### src/rtl/frs_pkg.sv
`timescale 1ns/1ps
package frs_pkg;

  typedef enum logic [2:0] {
    MD_READ    = 3'd0,
    MD_STANDBY = 3'd1,
    MD_PROGRAM = 3'd2,
    MD_ERASE   = 3'd3,
    MD_SUSPEND = 3'd4
  } op_mode_e;

  typedef enum logic [1:0] {
    SQ_IDLE    = 2'd0,
    SQ_HOLD    = 2'd1,
    SQ_RECOVER = 2'd2
  } seq_state_e;

  // Round a duration up to whole clock cycles, never below one.
  function automatic int ns_to_cycles(input int dur_ns, input int period_ps);
    int c;
    c = (dur_ns * 1000 + period_ps - 1) / period_ps;
    return (c < 1) ? 1 : c;
  endfunction

  // Modes whose reset needs the long recovery.
  function automatic logic mode_is_long(input logic [2:0] m);
    return (m == MD_PROGRAM) || (m == MD_ERASE) || (m == MD_SUSPEND);
  endfunction

  // Modes in which a reset destroys work in progress.
  function automatic logic mode_aborts(input logic [2:0] m);
    return (m == MD_PROGRAM) || (m == MD_ERASE);
  endfunction

endpackage

### src/rtl/frs_pulse_meter.sv
`timescale 1ns/1ps
module frs_pulse_meter #(
  parameter int LIMIT = 125
) (
  input  logic clk,
  input  logic rst_n,
  input  logic pin_n,
  output logic first_low_o,
  output logic qualify_o
);

  localparam int CW = $clog2(LIMIT + 1);
  localparam logic [CW-1:0] SAT   = CW'(LIMIT);
  localparam logic [CW-1:0] LAST  = CW'(LIMIT - 1);

  logic [CW-1:0] run_q;
  logic [CW-1:0] run_d;

  // Consecutive low samples, saturating once the width has been met.
  always_comb begin
    if (pin_n) begin
      run_d = '0;
    end else if (run_q == SAT) begin
      run_d = run_q;
    end else begin
      run_d = run_q + 1'b1;
    end
  end

  always_ff @(posedge clk or negedge rst_n) begin
    if (!rst_n) begin
      run_q <= '0;
    end else begin
      run_q <= run_d;
    end
  end

  assign first_low_o = !pin_n && (run_q == '0);
  assign qualify_o   = !pin_n && (run_q == LAST);

  AST_RUN_SATURATES: assert property (@(posedge clk) disable iff (!rst_n)
    run_q <= SAT);
  AST_RUN_CLEARS: assert property (@(posedge clk) disable iff (!rst_n)
    pin_n |=> (run_q == '0));

endmodule

### src/rtl/frs_recovery_timer.sv
`timescale 1ns/1ps
module frs_recovery_timer #(
  parameter int SHORT_CYC = 13,
  parameter int LONG_CYC  = 2500
) (
  input  logic clk,
  input  logic rst_n,
  input  logic start_i,
  input  logic run_i,
  input  logic long_i,
  output logic done_o
);

  localparam int CW = $clog2(LONG_CYC + 1);
  localparam logic [CW-1:0] SHORT_T = CW'(SHORT_CYC);
  localparam logic [CW-1:0] LONG_T  = CW'(LONG_CYC);

  logic [CW-1:0] cnt_q;
  logic [CW-1:0] cnt_d;
  logic [CW-1:0] target;
  logic          cnt_en;

  assign target = long_i ? LONG_T : SHORT_T;
  assign done_o = (cnt_q == target);
  assign cnt_en = start_i || (run_i && !done_o);

  always_comb begin
    if (start_i) begin
      cnt_d = CW'(1);
    end else begin
      cnt_d = cnt_q + 1'b1;
    end
  end

  always_ff @(posedge clk or negedge rst_n) begin
    if (!rst_n) begin
      cnt_q <= '0;
    end else if (cnt_en) begin
      cnt_q <= cnt_d;
    end
  end

  AST_TIMER_BOUNDED: assert property (@(posedge clk) disable iff (!rst_n)
    cnt_q <= LONG_T);
  AST_TIMER_FROZEN_AT_END: assert property (@(posedge clk) disable iff (!rst_n)
    (done_o && !start_i) |=> $stable(cnt_q));

endmodule

### src/rtl/frs_rb_gate.sv
`timescale 1ns/1ps
module frs_rb_gate
  import frs_pkg::*;
(
  input  seq_state_e st_i,
  input  logic       long_i,
  input  logic       busy_i,
  input  logic       pin_n,
  input  logic       cmd_valid_i,
  input  logic       cmd_suspend_i,
  output logic       rb_pull_low_o,
  output logic       cmd_accept_o
);

  logic idle;

  assign idle = (st_i == SQ_IDLE);

  // Outside reset the engine owns the line; during reset only a long
  // recovery pulls it down.
  always_comb begin
    if (idle) begin
      rb_pull_low_o = busy_i;
    end else begin
      rb_pull_low_o = long_i;
    end
  end

  always_comb begin
    cmd_accept_o = 1'b0;
    if (cmd_valid_i && idle && pin_n) begin
      cmd_accept_o = !busy_i || cmd_suspend_i;
    end
  end

endmodule

### src/rtl/flash_rst_sequencer.sv
`timescale 1ns/1ps
module flash_rst_sequencer
  import frs_pkg::*;
#(
  parameter int CLK_PERIOD_PS = 4000,
  parameter int MIN_LOW_NS    = 500,
  parameter int SHORT_REC_NS  = 50,
  parameter int LONG_REC_NS   = 10000
) (
  input  logic       clk,
  input  logic       rst_n,
  input  logic       rst_pin_n,
  input  logic [2:0] mode_i,
  input  logic       busy_i,
  input  logic       cmd_valid_i,
  input  logic       cmd_suspend_i,
  output logic       int_reset_o,
  output logic       cmd_accept_o,
  output logic       rb_pull_low_o,
  output logic       data_corrupt_o
);

  localparam int PULSE_CYC = ns_to_cycles(MIN_LOW_NS, CLK_PERIOD_PS);
  localparam int SHORT_CYC = ns_to_cycles(SHORT_REC_NS, CLK_PERIOD_PS);
  localparam int LONG_CYC  = ns_to_cycles(LONG_REC_NS, CLK_PERIOD_PS);

  seq_state_e st_q;
  seq_state_e st_d;
  logic [2:0] cap_q;
  logic [2:0] sel_mode;
  logic       long_q;
  logic       corrupt_q;
  logic       corrupt_d;
  logic       first_low;
  logic       qualify;
  logic       rec_done;
  logic       rec_start;
  logic       enter_hold;

  frs_pulse_meter #(.LIMIT(PULSE_CYC)) u_meter (
    .clk         (clk),
    .rst_n       (rst_n),
    .pin_n       (rst_pin_n),
    .first_low_o (first_low),
    .qualify_o   (qualify)
  );

  assign rec_start = (st_q == SQ_HOLD) && rst_pin_n;

  frs_recovery_timer #(.SHORT_CYC(SHORT_CYC), .LONG_CYC(LONG_CYC)) u_timer (
    .clk     (clk),
    .rst_n   (rst_n),
    .start_i (rec_start),
    .run_i   (st_q == SQ_RECOVER),
    .long_i  (long_q),
    .done_o  (rec_done)
  );

  frs_rb_gate u_gate (
    .st_i          (st_q),
    .long_i        (long_q),
    .busy_i        (busy_i),
    .pin_n         (rst_pin_n),
    .cmd_valid_i   (cmd_valid_i),
    .cmd_suspend_i (cmd_suspend_i),
    .rb_pull_low_o (rb_pull_low_o),
    .cmd_accept_o  (cmd_accept_o)
  );

  // The mode in force when the pulse began; on a width-of-one pulse the
  // capture and the qualification fall on the same edge.
  assign sel_mode   = first_low ? mode_i : cap_q;
  assign enter_hold = (st_q == SQ_IDLE) && qualify;
  assign corrupt_d  = enter_hold && mode_aborts(sel_mode);

  always_comb begin
    st_d = st_q;
    unique case (st_q)
      SQ_IDLE:    if (qualify) st_d = SQ_HOLD;
      SQ_HOLD:    if (rst_pin_n) st_d = SQ_RECOVER;
      SQ_RECOVER: begin
        if (qualify) begin
          st_d = SQ_HOLD;
        end else if (rec_done) begin
          st_d = SQ_IDLE;
        end
      end
      default:    st_d = SQ_IDLE;
    endcase
  end

  always_ff @(posedge clk or negedge rst_n) begin
    if (!rst_n) begin
      st_q      <= SQ_IDLE;
      corrupt_q <= 1'b0;
    end else begin
      st_q      <= st_d;
      corrupt_q <= corrupt_d;
    end
  end

  always_ff @(posedge clk or negedge rst_n) begin
    if (!rst_n) begin
      cap_q <= MD_READ;
    end else if (first_low) begin
      cap_q <= mode_i;
    end
  end

  always_ff @(posedge clk or negedge rst_n) begin
    if (!rst_n) begin
      long_q <= 1'b0;
    end else if (enter_hold) begin
      long_q <= mode_is_long(sel_mode);
    end
  end

  assign int_reset_o    = (st_q != SQ_IDLE);
  assign data_corrupt_o = corrupt_q;

  AST_HOLD_NEEDS_LOW_PIN: assert property (@(posedge clk) disable iff (!rst_n)
    ((st_q == SQ_HOLD) && ($past(st_q) == SQ_IDLE)) |-> $past(!rst_pin_n));
  AST_HOLD_WHILE_LOW: assert property (@(posedge clk) disable iff (!rst_n)
    (int_reset_o && !rst_pin_n) |=> int_reset_o);
  AST_SHORT_LEAVES_RB: assert property (@(posedge clk) disable iff (!rst_n)
    (int_reset_o && !long_q) |-> !rb_pull_low_o);
  AST_LONG_PULLS_RB: assert property (@(posedge clk) disable iff (!rst_n)
    (int_reset_o && long_q) |-> rb_pull_low_o);
  AST_NO_ACCEPT_IN_RESET: assert property (@(posedge clk) disable iff (!rst_n)
    int_reset_o |-> !cmd_accept_o);
  AST_CORRUPT_SINGLE: assert property (@(posedge clk) disable iff (!rst_n)
    data_corrupt_o |=> !data_corrupt_o);
  AST_CORRUPT_AT_ENTRY: assert property (@(posedge clk) disable iff (!rst_n)
    data_corrupt_o |-> (int_reset_o && !long_q == 1'b0));

endmodule

### config.mk
export PLATFORM = sky130hd
export DESIGN_NAME = flash_rst_sequencer
export DESIGN_NICKNAME = d
export VERILOG_FILES = /design/src/rtl/frs_pkg.sv /design/src/rtl/frs_pulse_meter.sv /design/src/rtl/frs_recovery_timer.sv /design/src/rtl/frs_rb_gate.sv /design/src/rtl/flash_rst_sequencer.sv
export SDC_FILE = /design/constraint.sdc
export NUM_CORES = 1
export LEC_CHECK = 0
export ABC_AREA = 1
export CAP_MARGIN = 20
export CORE_ASPECT_RATIO = 1.2
export CORE_MARGIN = 3
export CORE_UTILIZATION = 30
export CTS_CLUSTER_SIZE = 12
export DETAILED_ROUTE_END_ITERATION = 6
export PLACE_DENSITY = 0.52
export SLEW_MARGIN = 25
export SYNTH_ARGS = -nofsm -noshare
export SYNTH_HDL_FRONTEND = slang
export SYNTH_SLANG_ARGS = --single-unit
### constraint.sdc
create_clock -name clk -period 2.6 [get_ports clk]
set_input_delay 0.26 -clock clk [delete_from_list [all_inputs] [get_ports clk]]
set_output_delay 0.26 -clock clk [all_outputs]
set_load 0.005 [all_outputs]
==> results.py, run 1 <==
metrics = {
    "sta": {
        "setup_viol": 0,
        "fmax_mhz": 513,
        "hold_viol": 0,
        "fin_skew_ns": 0.00432,
        "setup_tns_ns": 0,
        "fin_crit_ns": 1.95,
        "post-route-period-util_pct": 75.0,
        "worstMarginPinSlew_ns": 0.360,
        "slew_headroom_pct": 76.0,
        "timing.hold.ws_ns": 0.367,
        "final_max_slew_viol_count": 0,
        "grt_setup_unrepaired": "no",
    },
    "logic_synthesis": {
        "ys_ff_latch": 26,
        "synth_area_leaders": "dfrtp_1 38%, nand2_1 13%, nand3_1 7.3%",
        "syn-num-nets": 239,
        "syn_area_sq_um": 1720,
        "synth_top_area_share_pct": 37.9,
        "synth_flop_cell": "dfrtp_1",
        "async_reset_ff_share_pct": 100,
        "seq_area_frac_synth_pct": 37.9,
        "ys_warn_count": 0,
        "synth-edff-count": 0,
        "syn_area_per_cell_sq_um": 7.59,
        "synth_top_cell_by_area": "dfrtp_1",
        "yosysUniqueCellTypes": 27,
        "synth_cells": 226,
    },
    "placement": {
        "hpwlAfterDp_mm": 2.48,
        "dp_cells": 297,
        "finalWeightedCongestion": 0.830,
        "portBuffers": 12,
    },
    "setup_path": {
        "cp_max_fo": 5,
        "worstSetupStartpointType": "flop",
        "critPathCaptureType": "output port",
        "path_class": "reg2out",
        "arrival_ns": 1.69,
        "crit_required_ns": 2.34,
    },
    "clock_network": {
        "clk_latency_ns": 0.27,
        "root_buffer": "clkbuf_8",
        "holdBufCountCts": 0,
        "cts_resized": 0,
        "clock_sinks": 26,
        "cts_max_level": 1,
        "cts.clk_slew.worst_paths_ns": 0.09,
        "cts_buffers": 3,
        "clock_path_buffers": 2,
        "post_cts_buffers": 0,
        "cts_tree": "done",
    },
    "layout": {
        "fin_cells": 300,
        "postLayoutCoreUtil_pct": 35.4,
        "drive_gt1_share_pct": 12.2,
        "num-nets-final": 253,
        "area_delta_synth_final_pct": 11.7,
        "antenna_cells": 0,
        "nFillCells": 573,
    },
    "floorplanning": {
        "die_y_microns": 88.8,
        "core-area_sq_um": 5410,
        "initial_core_util_pct": 31.7,
        "dieArea_sq_um": 6670,
        "num_rows": 29,
        "pin_count": 13,
        "fp.dieW_microns": 75.0,
    },
    "power_and_ir_drop": {
        "sw_frac_of_total_pct": 24.4,
        "p_per_area_nw_per_um2": 381,
        "p_int_w": 0.000551,
        "ir_worst_vdd_v": 0.000183,
        "switchingPower_w": 0.000178,
        "seqPwrFrac_pct": 58.4,
        "p_comb_share_pct": 9.8,
        "power_w": 0.000729,
        "power.leakage_nw": 0.927,
        "pwr-share-clk_pct": 31.7,
    },
    "global_route": {
        "grt_pass1_wl_mm": 6.16,
        "grt_pass1_vias": 1395,
        "antenna_found_initial": 0,
        "grt_util_all_layers_pct": 11.7,
        "grt_max_degree": 27,
        "grt-ovfl-total": 0,
    },
    "worst_hold_path": {
        "holdCritPathClass": "in2async",
    },
    "detailed_routing": {
        "vias": 1429,
        "routed_wl_mm": 3.38,
        "detail_route.wl_per_cell_microns": 11.3,
        "first_iter_violations": 60,
        "routed_via_density": 4.76,
        "drtPass1Iterations": 4,
        "drc": 0,
        "ant_nets": 0,
    },
    "flow_run": {
        "cap_viol_max_count": 0,
    },
    "outcome": {
        "status": "finished clean",
    },
}
[routing by layer]
| metal | global-route usage, % | up-vias | wire, microns |
|---|---|---|---|
| met5 | 0 | - | 0 |
| met4 | 2.91 | 0 | 24 |
| met3 | 1.70 | 2 | 72 |
| met2 | 19.2 | 18 | 1530 |
| met1 | 15.9 | 665 | 1750 |
| li1 | - | 744 | - |
[final timing paths]
| check | startpoint | to | slack, ns | cells after the start |
|---|---|---|---|---|
| max | st_q[0] | cmd_accept_o | 0.65 | 4 |
| min | rst_n | u_timer.cnt_q[5] | 0.37 | 2 |
| max reg2reg | u_timer.cnt_q[0] | u_timer.cnt_q[8] | 0.98 | 8 |
| min reg2reg | cap_q[0] | cap_q[0] | 0.49 | 2 |
| max in group asynchronous | rst_n | st_q[0] | 1.97 | 2 |
| min in group clk | cap_q[0] | cap_q[0] | 0.49 | 2 |
[power groups by stage]
stage	Clock (W)	Combinational (W)	Sequential [W]
detailed placement	0	0.0000727	0.000434
finish	0.000231	0.0000717	0.000426
global placement	0	0.0000722	0.000435
CTS	0.000249	0.0000732	0.000426
global route	0.000260	0.0000828	0.000428
floorplan	0	0.0000406	0.000433
[registers in the layout, summed over array words and instances (netlist names)]
signal	flops
cap_q	3
long_q	1
data_corrupt_o	1
u_timer.cnt_q	12
st_q	2
u_meter.run_q	7
[cell usage after synthesis, types with 4 or more instances]
| master | n |
|---|---|
| dfrtp_1 | 26 |
| nand3_1 | 25 |
| nor2_1 | 26 |
| nand2_1 | 59 |
| xor2_1 | 6 |
| ha_1 | 4 |
| nand2_2 | 7 |
| o21ai_0 | 8 |
| nand4_1 | 7 |
| inv_1 | 25 |
| a21oi_1 | 4 |
| nor2_2 | 4 |
| nand3_2 | 7 |
[logic make-up after synthesis]
kind of cell | Yosys count | share of synthesized area, %
simple gates | 144 | 42.5
xor+xnor | 8 | 4.08
buf+inv | 31 | 8.68
fa+ha+maj | 4 | 2.92
compound gates | 13 | 3.87
flops | 26 | 37.9
[layout make-up]
cell class,instances,area [sq um],share of cell area (%)
repair buffers,13,128,6.66
flip-flops and latches,26,651,34.0
clock buffers,3,41.3,2.16
inverters,27,103,5.36
multi-input cells,169,916,47.8
well taps,62,77.6,4.05
[critical path, cell delays in order, from the launching register on]
cell and delay [ns]:
dfrtp_1 0.51, nor2_2 0.19, nand3_1 0.09, a21oi_1 0.12, clkdlybuf4s50_1 0.51
[cells in the final DEF (no fill, tap or decap), drive strengths merged, types with 4 or more instances in the layout]
cell | Yosys | routed
o21ai | 8 | 8
nor2 | 32 | 32
nand3 | 34 | 34
ha | 4 | 4
xor2 | 6 | 6
nand2 | 67 | 67
nand4 | 7 | 7
a21oi | 4 | 4
dfrtp | 26 | 26
inv | 26 | 26
clkdlybuf4s50 | 0 | 12
[per-stage QoR]
| step | instance area [sq um] | worst slack (ns) |
|---|---|---|
| floorplan | 1720 | 1.30 |
| detailed placement | 1870 | 0.691 |
| global placement | 1870 | 0.673 |
| CTS | 1920 | 0.622 |
| finish | 1920 | 0.650 |
| global route | 1920 | 0.533 |
Power figures use the tool's default switching activity.
==> inputs of run 2 (changes only) <==
==> constraint.sdc (replaced) <==
create_clock -name clk -period 1.9 [get_ports clk]
set_input_delay 0.19 -clock clk [delete_from_list [all_inputs] [get_ports clk]]
set_output_delay 0.19 -clock clk [all_outputs]
set_load 0.005 [all_outputs]
==> results.py, run 2 (synthesis gave the netlist of run 1 again) <==
metrics = {
    "outcome": {
        "status": "finished clean",
    },
    "clock_network": {
        "cts_buffers": 3,
        "cts.clk_slew.worst_paths_ns": 0.09,
        "cts_max_level": 1,
        "clock_sinks": 26,
        "cts_tree": "done",
        "clk_latency_ns": 0.27,
        "holdBufCountCts": 0,
        "clock_path_buffers": 2,
        "post_cts_buffers": 0,
        "root_buffer": "clkbuf_8",
        "cts_resized": 0,
    },
    "floorplanning": {
        "dieArea_sq_um": 6670,
        "fp.dieW_microns": 75.0,
        "core-area_sq_um": 5410,
        "num_rows": 29,
        "pin_count": 13,
        "die_y_microns": 88.8,
        "initial_core_util_pct": 31.7,
    },
    "placement": {
        "hpwlAfterDp_mm": 2.57,
        "portBuffers": 12,
        "dp_cells": 300,
        "finalWeightedCongestion": 0.783,
    },
    "sta": {
        "hold_viol": 0,
        "final_max_slew_viol_count": 0,
        "worstMarginPinSlew_ns": 0.353,
        "timing.hold.ws_ns": 0.283,
        "fin_crit_ns": 1.77,
        "fmax_mhz": 566,
        "grt_setup_unrepaired": "no",
        "setup_tns_ns": 0,
        "setup_viol": 0,
        "post-route-period-util_pct": 93.1,
        "fin_skew_ns": 0.00282,
        "slew_headroom_pct": 76.5,
    },
    "setup_path": {
        "cp_top_family": "buffers and inverters",
        "crit_buf_inv": 1,
        "critPathCaptureType": "output port",
        "slowest_delay_ns": 0.51,
        "path_class": "reg2out",
        "crit_path_top_delay_cell": "clkdlybuf4s50_1",
        "crit_start": "st_q[1]",
        "crit_required_ns": 1.71,
        "cp_max_fo": 4,
        "path_cells": "nor2_2 > nand3_1 > a21oi_1 > clkdlybuf4s50_1",
        "arrival_ns": 1.58,
        "rr_startpoint": "u_timer.cnt_q[0]",
        "worstSetupStartpointType": "flop",
    },
    "global_route": {
        "grt-ovfl-total": 0,
        "grt_pass1_wl_mm": 6.24,
        "grt_max_degree": 27,
        "antenna_found_initial": 0,
        "grt_pass1_vias": 1398,
        "grt_util_all_layers_pct": 12.0,
    },
    "detailed_routing": {
        "drc": 0,
        "first_iter_violations": 50,
        "routed_wl_mm": 3.43,
        "drtPass1Iterations": 4,
        "routed_via_density": 4.58,
        "detail_route.wl_per_cell_microns": 11.3,
        "ant_nets": 0,
        "vias": 1389,
    },
    "power_and_ir_drop": {
        "switchingPower_w": 0.000247,
        "p_comb_share_pct": 9.8,
        "power.leakage_nw": 0.941,
        "p_per_area_nw_per_um2": 517,
        "p_int_w": 0.000756,
        "pwr-share-clk_pct": 32.0,
        "seqPwrFrac_pct": 58.2,
        "sw_frac_of_total_pct": 24.6,
        "ir_worst_vdd_v": 0.000310,
    },
    "worst_hold_path": {
        "holdCritPathClass": "in2async",
    },
    "layout": {
        "largest_register_ffs": 12,
        "final_cell_mix": "59 x nand2_1, 26 x nor2_1, 26 x dfrtp_1",
        "antenna_cells": 0,
        "seq_area_sq_um": 651,
        "num-nets-final": 256,
        "fin_cells": 303,
        "drive_gt1_share_pct": 13.3,
        "reg_top3": "u_timer.cnt_q (12), u_meter.run_q (7), cap_q (3)",
        "area_delta_synth_final_pct": 13.0,
        "multiInputGateArea_sq_um": 916,
        "layout_commonest_cell": "nand2_1",
        "nFillCells": 566,
        "top_register": "u_timer.cnt_q",
    },
    "flow_run": {
        "cap_viol_max_count": 0,
    },
}
==> run 2: final timing paths <==
check,to,slack [ns],cells past startpoint
worst max-delay path,cmd_accept_o,0.13,4
worst min-delay path,u_timer.cnt_q[5],0.28,2
worst max register to register,u_timer.cnt_q[8],0.33,8
worst min register to register,cap_q[0],0.48,2
max in group asynchronous,u_timer.cnt_q[4],1.35,2
min in group clk,cap_q[0],0.48,2
==> run 2: cell type report <==
type	count	area share (%)
timing repair buffer	16	7.75
inverter	27	5.29
sequential	26	33.6
multi-input combinational	169	47.3
tap	62	4.00
clock buffer	3	2.13
==> run 2: per-layer routing <==
| metal | share of wire [%] | wire length, microns | GRT usage (%) | up-vias |
|---|---|---|---|---|
| met3 | 2.6 | 90 | 1.93 | 5 |
| met2 | 48 | 1640 | 20.0 | 15 |
| li1 | - | - | - | 750 |
| met4 | 1.6 | 55 | 4.37 | 0 |
| met5 | 0 | 0 | 0 | - |
| met1 | 48 | 1650 | 15.5 | 619 |
==> run 2: worst reg2reg max path: stages, from the launching register on <==
cell and delay (ns):
dfrtp_1 0.53, ha_1 0.28, nand3_1 0.12, nor2_1 0.21, nand3_1 0.10, nand2_1 0.09, nor2_1 0.04, nand2_1 0.06
nand2_1 0.05
==> run 2: through the flow <==
step           cell area [sq um]  power [W]  utilization [%]  setup slack (ns)
4_1_cts                     1940    0.00103             35.8            0.0957
3_3_place_gp                1900   0.000695             35.1             0.259
6_report                    1940    0.00100             35.8             0.132
3_5_place_dp                1900   0.000695             35.1             0.265
2_1_floorplan               1720   0.000648                -             0.599
5_1_grt                     1940    0.00107             35.8           0.00687
==> run 2: power by group through the flow <==
| stage | Sequential, W | Clock (W) | Combinational, W |
|---|---|---|---|
| after global placement | 0.000595 | 0 | 0.000101 |
| after floorplan | 0.000592 | 0 | 0.0000555 |
| after global routing | 0.000586 | 0.000364 | 0.000115 |
| final | 0.000583 | 0.000321 | 0.0000982 |
| after CTS | 0.000583 | 0.000342 | 0.000101 |
| after detailed placement | 0.000594 | 0 | 0.000101 |
